===== src/rtl/cq_pkg.sv =====
// Package: shared types of the queued completion tracker.
// Assumes: included in compile order before every tracker module.
package cq_pkg;

    // Tag count the tracker is normally built for.
    localparam int unsigned CQ_DEF_TAGS = 32;

    // Protocol faults detected in one cycle.
    typedef struct packed {
        logic dup_issue;   // issue of a tag that is already outstanding
        logic stray_done;  // completion bit for a tag not outstanding
    } cq_fault_t;

endpackage


===== src/rtl/cq_outstanding.sv =====
// Module: cq_outstanding
// Keeps one outstanding bit per tag. An issue sets the bit unless the tag
// is already outstanding, in which case the issue is flagged as a duplicate.
// Assumes: retire_vec only holds bits that are currently outstanding.
module cq_outstanding #(
    parameter int unsigned TAGS  = 32,
    parameter int unsigned TAG_W = $clog2(TAGS)
) (
    input  logic             clk,
    input  logic             rst_n,
    input  logic             issue_vld,
    input  logic [TAG_W-1:0] issue_tag,
    input  logic [TAGS-1:0]  retire_vec,
    output logic [TAGS-1:0]  pend_q,
    output logic             dup_issue
);

    logic [TAGS-1:0] issue_hit;

    // Duplicate issue: the addressed tag is already in flight.
    always_comb dup_issue = issue_vld && pend_q[issue_tag];

    for (genvar g = 0; g < TAGS; g++) begin : g_tag
        // Decode the issue onto this tag, accepted only if the tag is free.
        always_comb issue_hit[g] = issue_vld && (issue_tag == TAG_W'(g)) && !pend_q[g];

        // Per-tag outstanding flop: retire clears, accepted issue sets.
        always_ff @(posedge clk) begin
            if (!rst_n)
                pend_q[g] <= 1'b0;
            else if (retire_vec[g])
                pend_q[g] <= 1'b0;
            else if (issue_hit[g])
                pend_q[g] <= 1'b1;
        end
    end

    // an accepted issue leaves its tag outstanding after the edge.
    a_r2_issue_sets: assert property (@(posedge clk) disable iff (!rst_n)
        (issue_vld && !pend_q[issue_tag]) |=> pend_q[$past(issue_tag)]);

    // retired tags are no longer outstanding after the edge.
    a_r4_retire_clears: assert property (@(posedge clk) disable iff (!rst_n)
        (|retire_vec) |=> ((pend_q & $past(retire_vec)) == '0));

    // a duplicate issue does not change the outstanding set.
    a_r3_dup_no_change: assert property (@(posedge clk) disable iff (!rst_n)
        (dup_issue && retire_vec == '0) |=> $stable(pend_q));

endmodule


===== src/rtl/cq_done_collector.sv =====
// Module: cq_done_collector
// Filters status packets against the outstanding set and keeps the done
// vector. Software clears done bits with write-one-to-clear acknowledges.
// A new completion wins over a clear of the same bit in the same cycle.
// Assumes: pend_q is the registered outstanding vector from this cycle.
module cq_done_collector #(
    parameter int unsigned TAGS = 32
) (
    input  logic            clk,
    input  logic            rst_n,
    input  logic            pkt_vld,
    input  logic [TAGS-1:0] pkt_mask,
    input  logic [TAGS-1:0] pend_q,
    input  logic            ack_vld,
    input  logic [TAGS-1:0] ack_mask,
    output logic [TAGS-1:0] retire_vec,
    output logic            stray_any,
    output logic [TAGS-1:0] done_q
);

    logic [TAGS-1:0] clr_vec;
    logic [TAGS-1:0] done_nxt;

    // Accepted completions are the mask bits whose tags are in flight.
    always_comb retire_vec = pkt_vld ? (pkt_mask & pend_q) : '0;

    // Any mask bit for a tag not in flight is a stray.
    always_comb stray_any = pkt_vld && ((pkt_mask & ~pend_q) != '0);

    // Clear request from software for this cycle.
    always_comb clr_vec = ack_vld ? ack_mask : '0;

    // Next done value: clear first, then set, so set wins.
    always_comb done_nxt = (done_q & ~clr_vec) | retire_vec;

    // Done register.
    always_ff @(posedge clk) begin
        if (!rst_n)
            done_q <= '0;
        else
            done_q <= done_nxt;
    end

    // every accepted completion is present in done after the edge.
    a_r9_set_wins: assert property (@(posedge clk) disable iff (!rst_n)
        (|retire_vec) |=> ((done_q & $past(retire_vec)) == $past(retire_vec)));

    // acknowledged bits with no new completion are clear after the edge.
    a_r8_ack_clears: assert property (@(posedge clk) disable iff (!rst_n)
        ack_vld |=> ((done_q & $past(ack_mask & ~retire_vec)) == '0));

    // stray bits never enter done on their own.
    a_r6_stray_ignored: assert property (@(posedge clk) disable iff (!rst_n)
        (pkt_vld && !ack_vld) |=>
            ((done_q & ~$past(done_q)) == ($past(pkt_mask) & $past(pend_q) & ~$past(done_q))));

endmodule


===== src/rtl/cq_irq_merge.sv =====
// Module: cq_irq_merge
// Drives the level-sensitive interrupt from the done vector. Completions
// that arrive while the line is high merge into it without a new edge.
// Assumes: done_q is a registered vector, so irq is glitch-free per cycle.
module cq_irq_merge #(
    parameter int unsigned TAGS = 32
) (
    input  logic [TAGS-1:0] done_q,
    input  logic            irq_en,
    output logic            irq
);

    // Interrupt request: enabled and anything awaiting service.
    always_comb irq = irq_en && (done_q != '0);

endmodule


===== src/rtl/cq_tracker_top.sv =====
// Module: cq_tracker_top
// Tracks queued commands by tag, takes multi-tag status packets with no
// handshake, keeps a write-one-to-clear done vector, a sticky protocol
// error flag and one merged level interrupt.
// Assumes: synchronous active-low reset held for at least one edge.
module cq_tracker_top #(
    parameter int unsigned TAGS  = cq_pkg::CQ_DEF_TAGS,
    parameter int unsigned TAG_W = $clog2(TAGS)
) (
    input  logic             clk,
    input  logic             rst_n,
    input  logic             issue_vld,
    input  logic [TAG_W-1:0] issue_tag,
    input  logic             pkt_vld,
    input  logic [TAGS-1:0]  pkt_mask,
    input  logic             ack_vld,
    input  logic [TAGS-1:0]  ack_mask,
    input  logic             irq_en,
    output logic [TAGS-1:0]  pend_vec,
    output logic [TAGS-1:0]  done_vec,
    output logic             proto_err,
    output logic             irq
);

    import cq_pkg::*;

    logic [TAGS-1:0] retire_vec;
    logic            stray_any;
    logic            dup_issue;
    cq_fault_t       fault;
    logic            err_q;

    cq_outstanding #(.TAGS(TAGS), .TAG_W(TAG_W)) u_pend (
        .clk        (clk),
        .rst_n      (rst_n),
        .issue_vld  (issue_vld),
        .issue_tag  (issue_tag),
        .retire_vec (retire_vec),
        .pend_q     (pend_vec),
        .dup_issue  (dup_issue)
    );

    cq_done_collector #(.TAGS(TAGS)) u_done (
        .clk        (clk),
        .rst_n      (rst_n),
        .pkt_vld    (pkt_vld),
        .pkt_mask   (pkt_mask),
        .pend_q     (pend_vec),
        .ack_vld    (ack_vld),
        .ack_mask   (ack_mask),
        .retire_vec (retire_vec),
        .stray_any  (stray_any),
        .done_q     (done_vec)
    );

    cq_irq_merge #(.TAGS(TAGS)) u_irq (
        .done_q (done_vec),
        .irq_en (irq_en),
        .irq    (irq)
    );

    // Gather this cycle's faults.
    always_comb fault = '{dup_issue: dup_issue, stray_done: stray_any};

    // Sticky error flag: set by any fault, cleared only by reset.
    always_ff @(posedge clk) begin
        if (!rst_n)
            err_q <= 1'b0;
        else if (fault != '0)
            err_q <= 1'b1;
    end

    always_comb proto_err = err_q;

    // a duplicate issue raises the error flag.
    a_r3_dup_flags: assert property (@(posedge clk) disable iff (!rst_n)
        (issue_vld && pend_vec[issue_tag]) |=> proto_err);

    // a stray completion raises the error flag.
    a_r6_stray_flags: assert property (@(posedge clk) disable iff (!rst_n)
        (pkt_vld && ((pkt_mask & ~pend_vec) != '0)) |=> proto_err);

    // the error flag never clears outside reset.
    a_r7_err_sticky: assert property (@(posedge clk) disable iff (!rst_n)
        proto_err |=> proto_err);

    // the interrupt only stands when something is done.
    a_r10_irq_needs_done: assert property (@(posedge clk) disable iff (!rst_n)
        irq |-> (done_vec != '0));

    // without an acknowledge, a raised interrupt stays up while enabled.
    a_r11_irq_merged: assert property (@(posedge clk) disable iff (!rst_n)
        (irq && !ack_vld) |=> (irq || !irq_en));

    // a tag is never outstanding and done-by-new-completion at once.
    a_r4_moves_once: assert property (@(posedge clk) disable iff (!rst_n)
        (|retire_vec) |=> ((pend_vec & done_vec & $past(retire_vec)) == '0));

endmodule


===== config.mk =====
export PLATFORM = sky130hd
export DESIGN_NAME = cq_tracker_top
export DESIGN_NICKNAME = d
export VERILOG_FILES = /design/src/rtl/cq_pkg.sv /design/src/rtl/cq_outstanding.sv /design/src/rtl/cq_done_collector.sv /design/src/rtl/cq_irq_merge.sv /design/src/rtl/cq_tracker_top.sv
export SDC_FILE = /design/constraint.sdc
export NUM_CORES = 1
export LEC_CHECK = 0
export CAP_MARGIN = 20
export CORE_MARGIN = 2
export CORE_UTILIZATION = 42
export CTS_CLUSTER_DIAMETER = 80
export DETAILED_ROUTE_END_ITERATION = 6
export GPL_TIMING_DRIVEN = 1
export PLACE_DENSITY_LB_ADDON = 0.3
export SYNTH_ARGS = -nofsm -noshare
export SYNTH_HDL_FRONTEND = slang
export SYNTH_SLANG_ARGS = --single-unit

===== constraint.sdc =====
create_clock -name clk -period 2.7 [get_ports clk]
set_clock_uncertainty 0.05 [all_clocks]
set_input_delay 0.54 -clock clk [delete_from_list [all_inputs] [get_ports clk]]
set_output_delay 0.54 -clock clk [all_outputs]
set_load 0.1 [all_outputs]

==> impl_metrics.csv <==
group,metric,value,unit
setup_path,reg2regPathDepth,5,
min_path,hold_path_class,"register to register",
cells_and_area,filler_cell_count,720,
floorplan,width_of_the_die,92.0,um
detailed_routing,detail_route.drc_violations,0,
timing,totalNegativeSetupSlack,0,ps
timing,timing_worst_slew_pin_value,564,ps
placement,io_buffers,140,
setup_path,worst_setup_path_end_kind,"primary output",
setup_path,cp_slowest_stage_delay,480,ps
yosys,synth.net_count,486,
floorplan,core_region_area,7610,sq um
pwr,p_per_area,457,nW/um^2
floorplan,die_height,92.0,um
detailed_routing,wirelength,11.5,mm
clock_tree,tritoncts.num_buffers,9,
placement,hpwl,8.73,mm
status,outcome,"finished, final reports clean",
cells_and_area,design.final.nets,626,
detailed_routing,via_cell_ratio,5.52,
timing,finalCritPeriodShare,0.920,
pwr,internal_power,0.00161,W
placement,post-place-cells,642,
pwr,irDropWorstVdd,0.286,mV
setup_path,critical_path_source_type,"register",
setup_path,critical-path-top-delay-family,"simple AND/OR/NAND/NOR gates",
placement,routabilityCongestion,0.881,
pwr,switching_share,0.269,
cells_and_area,n_antenna_cell,0,
setup_path,crit_fanout,3,
pwr,comb_power_share,0.172,
yosys,synthesis.area,3250,sq um
clock_tree,postCtsSetupBuffers,0,
detailed_routing,num_vias,3625,
pwr,clockPowerShare,0.381,
min_path,min_delay_path_depth,2,
cells_and_area,finalInstanceArea,4810,sq um
setup_path,crit-reg2reg-capture,"proto_err",
timing,max_clock_freq,0.402,GHz
detailed_routing,first_iter_violations,258,
clock_tree,htreeDepth,3,
setup_path,worst_r2r_startpoint,"u_pend.pend_q[2]",
setup_path,critPathArrivalTime,1890,ps
setup_path,worst_ep_required_time,2110,ps
pwr,total_leakage_power,1.98,nW
clock_tree,ctsRootBufferMaster,"sky130_fd_sc_hd__clkbuf_8",
floorplan,ios,141,
global_routing,grt_pass1_wl,17.9,mm
detailed_routing,detail_route.wl_per_cell,17.5,um
yosys,synthDistinctLibCells,31,
clock_tree,clockBufferDepth,2,
yosys,post_synth.cell_area_avg,7.92,sq um
cells_and_area,drive_gt1_frac,0.178,
timing,final_hold_viol_count,0,
clock_tree,cts_tree,"built",
timing,timing.hold.ws,428,ps
setup_path,timing.setup.critical_path_class,"register to primary output",
timing,min_period,2480,ps
setup_path,worst-r2r-setup-slack,720,ps
clock_tree,post_cts_hold_buffer_count,0,
clock_tree,post_cts_resize_count,0,
run,max-cap-violations,0,
detailed_routing,ant_nets,0,
yosys,synth_sequential_area_ratio,0.400,
global_routing,grt_use_total,0.271,
timing,slew_headroom,0.623,
detailed_routing,drt_first_pass_iters,5,
floorplan,design.die.area,8470,sq um
yosys,ys_warn_count,0,
placement,placement.cell_area,4620,sq um
pwr,share_seq_of_total_power,0.446,
setup_path,cells_traversed_along_the_worst_timing_path,"nor4_1 -> nand4_1 -> o21a_1 -> buf_12",
global_routing,grt_pass1_vias,3437,
setup_path,timing.critical_path.buf_inv,1,
setup_path,critical-path-slowest-cell,"sky130_fd_sc_hd__nor4_1",
clock_tree,clkSinkCount,65,
clock_tree,path_clk_slew,70,ps
floorplan,initial_utilization,0.428,
timing,slew_viol_final,0,
timing,grt_setup_unrepaired,"false",
min_path,hold-path-endpoint,"u_done.done_q[25]",
yosys,synth-seq-cells,65,
cells_and_area,area_growth_syn_to_layout,47.9,%
yosys,synth_cells,411,
min_path,hold_path.startpoint,"u_done.done_q[25]",
floorplan,placement_rows,32,
global_routing,grt_max_degree,48,
cells_and_area,finish.cell_count_without_fillers,657,
pwr,switching_power,0.000591,W
timing,endpoints_failing_setup,0,
global_routing,overflow,0,
global_routing,initial_antenna_violation_count,0,
clock_tree,clk_latency,350,ps
==> state kept, by name, summed over array words and instances, names as in the netlist <==
signal         flops
u_done.done_q     32
u_pend.pend_q     32
proto_err          1
==> cell families (layout without fill, tap and decap cells) <==
logic type | Yosys count | after routing | share of synthesized area
muxes | 8 | 8 | 0.0577
buffers and inverters | 42 | 186 | 0.0512
DFF | 65 | 65 | 0.400
and+or+nand+nor | 214 | 214 | 0.317
AOI/OAI and AO/OA | 82 | 82 | 0.174
==> power groups by stage <==
stage          logic, W  registers (W)  clock network (W)
4_1_cts        0.000377       0.000980           0.000853
3_3_place_gp   0.000375        0.00100                  0
2_1_floorplan  0.000129        0.00106                  0
5_1_grt        0.000402       0.000981           0.000890
3_5_place_dp   0.000375        0.00100                  0
6_report       0.000379       0.000981           0.000838
==> tightest hold or removal path, stage by stage, from the launching register on <==
cell,delay [ps]
sky130_fd_sc_hd__dfxtp_1,330
sky130_fd_sc_hd__nand2_1,60
sky130_fd_sc_hd__a21boi_1,50
==> worst max-delay path by stage <==
stage / to / depth (start not counted) / startpoint
2_1_floorplan: irq / 3 / u_done.done_q[4]
3_3_place_gp: proto_err / 6 / issue_tag[1]
3_5_place_dp: proto_err / 6 / issue_tag[1]
4_1_cts: irq / 4 / u_done.done_q[4]
5_1_grt: proto_err / 6 / issue_tag[1]
6_report: irq / 4 / u_done.done_q[4]
==> metrics by stage <==
stage / util / setup WS [ps] / total power, W
finish: 0.632 / 215 / 0.00220
global route: 0.632 / 92.7 / 0.00227
global placement: 0.607 / -70.2 / 0.00138
CTS: 0.632 / 270 / 0.00221
floorplan: - / 143 / 0.00119
detailed placement: 0.607 / -104 / 0.00138
==> cell usage after synthesis <==
cell type / instances / area (sq um)
sky130_fd_sc_hd__o21a_1: 1 / 7.51
sky130_fd_sc_hd__o32a_1: 1 / 10.0
sky130_fd_sc_hd__buf_2: 1 / 5.00
sky130_fd_sc_hd__o22ai_1: 8 / 50.1
sky130_fd_sc_hd__mux4_1: 2 / 52.6
sky130_fd_sc_hd__nand3b_1: 1 / 7.51
sky130_fd_sc_hd__buf_6: 1 / 11.3
sky130_fd_sc_hd__a32oi_1: 14 / 123
sky130_fd_sc_hd__o2111ai_1: 5 / 43.8
sky130_fd_sc_hd__mux4_2: 6 / 135
sky130_fd_sc_hd__o21ai_1: 1 / 5.00
sky130_fd_sc_hd__nor2_1: 20 / 75.1
sky130_fd_sc_hd__nor4_1: 16 / 100
sky130_fd_sc_hd__inv_1: 20 / 75.1
sky130_fd_sc_hd__nor3_1: 10 / 50.1
sky130_fd_sc_hd__a2111oi_2: 1 / 15.0
sky130_fd_sc_hd__a21boi_1: 18 / 135
sky130_fd_sc_hd__nand4_1: 2 / 12.5
sky130_fd_sc_hd__a221o_1: 1 / 10.0
sky130_fd_sc_hd__nand2b_1: 15 / 93.8
sky130_fd_sc_hd__and2_1: 1 / 6.26
sky130_fd_sc_hd__clkbuf_1: 20 / 75.1
sky130_fd_sc_hd__nor4b_1: 2 / 17.5
sky130_fd_sc_hd__nor3b_1: 3 / 22.5
sky130_fd_sc_hd__or3_1: 1 / 6.26
sky130_fd_sc_hd__a21oi_1: 27 / 135
sky130_fd_sc_hd__nand2_1: 92 / 345
sky130_fd_sc_hd__dfxtp_1: 65 / 1300
sky130_fd_sc_hd__a31oi_1: 5 / 31.3
sky130_fd_sc_hd__nand3_1: 19 / 95.1
sky130_fd_sc_hd__nor2b_1: 32 / 200
==> layer usage <==
layer | up-vias | wire length, um | GRT usage
met5 | - | 0 | 0
met4 | 0 | 171 | 0.0771
met3 | 12 | 618 | 0.0337
met2 | 148 | 5590 | 0.440
met1 | 1739 | 5130 | 0.380
li1 | 1726 | - | -
==> layout make-up <==
class | count | area (sq um) | share of cell area
Multi-Input combinational cell | 304 | 1790 | 0.371
Sequential cell | 65 | 1300 | 0.270
Tap cell | 102 | 128 | 0.0265
Clock inverter | 3 | 40.0 | 0.00832
Clock buffer | 12 | 155 | 0.0322
Timing Repair Buffer | 151 | 1330 | 0.276
Inverter | 20 | 75.1 | 0.0156
==> cells in the final DEF (no fill, tap or decap), drive strengths merged, types with 2 or more instances in the layout <==
master / n
nand2: 92
buf: 78
clkdlybuf4s50: 73
dfxtp: 65
nor2b: 32
a21oi: 27
nor2: 20
inv: 20
nand3: 19
a21boi: 18
nor4: 16
nand2b: 15
a32oi: 14
clkbuf: 12
nor3: 10
o22ai: 8
mux4: 8
a31oi: 5
o2111ai: 5
nor3b: 3
nand4: 2
nor4b: 2
clkinv: 2
(Power assumes the default switching activity.)
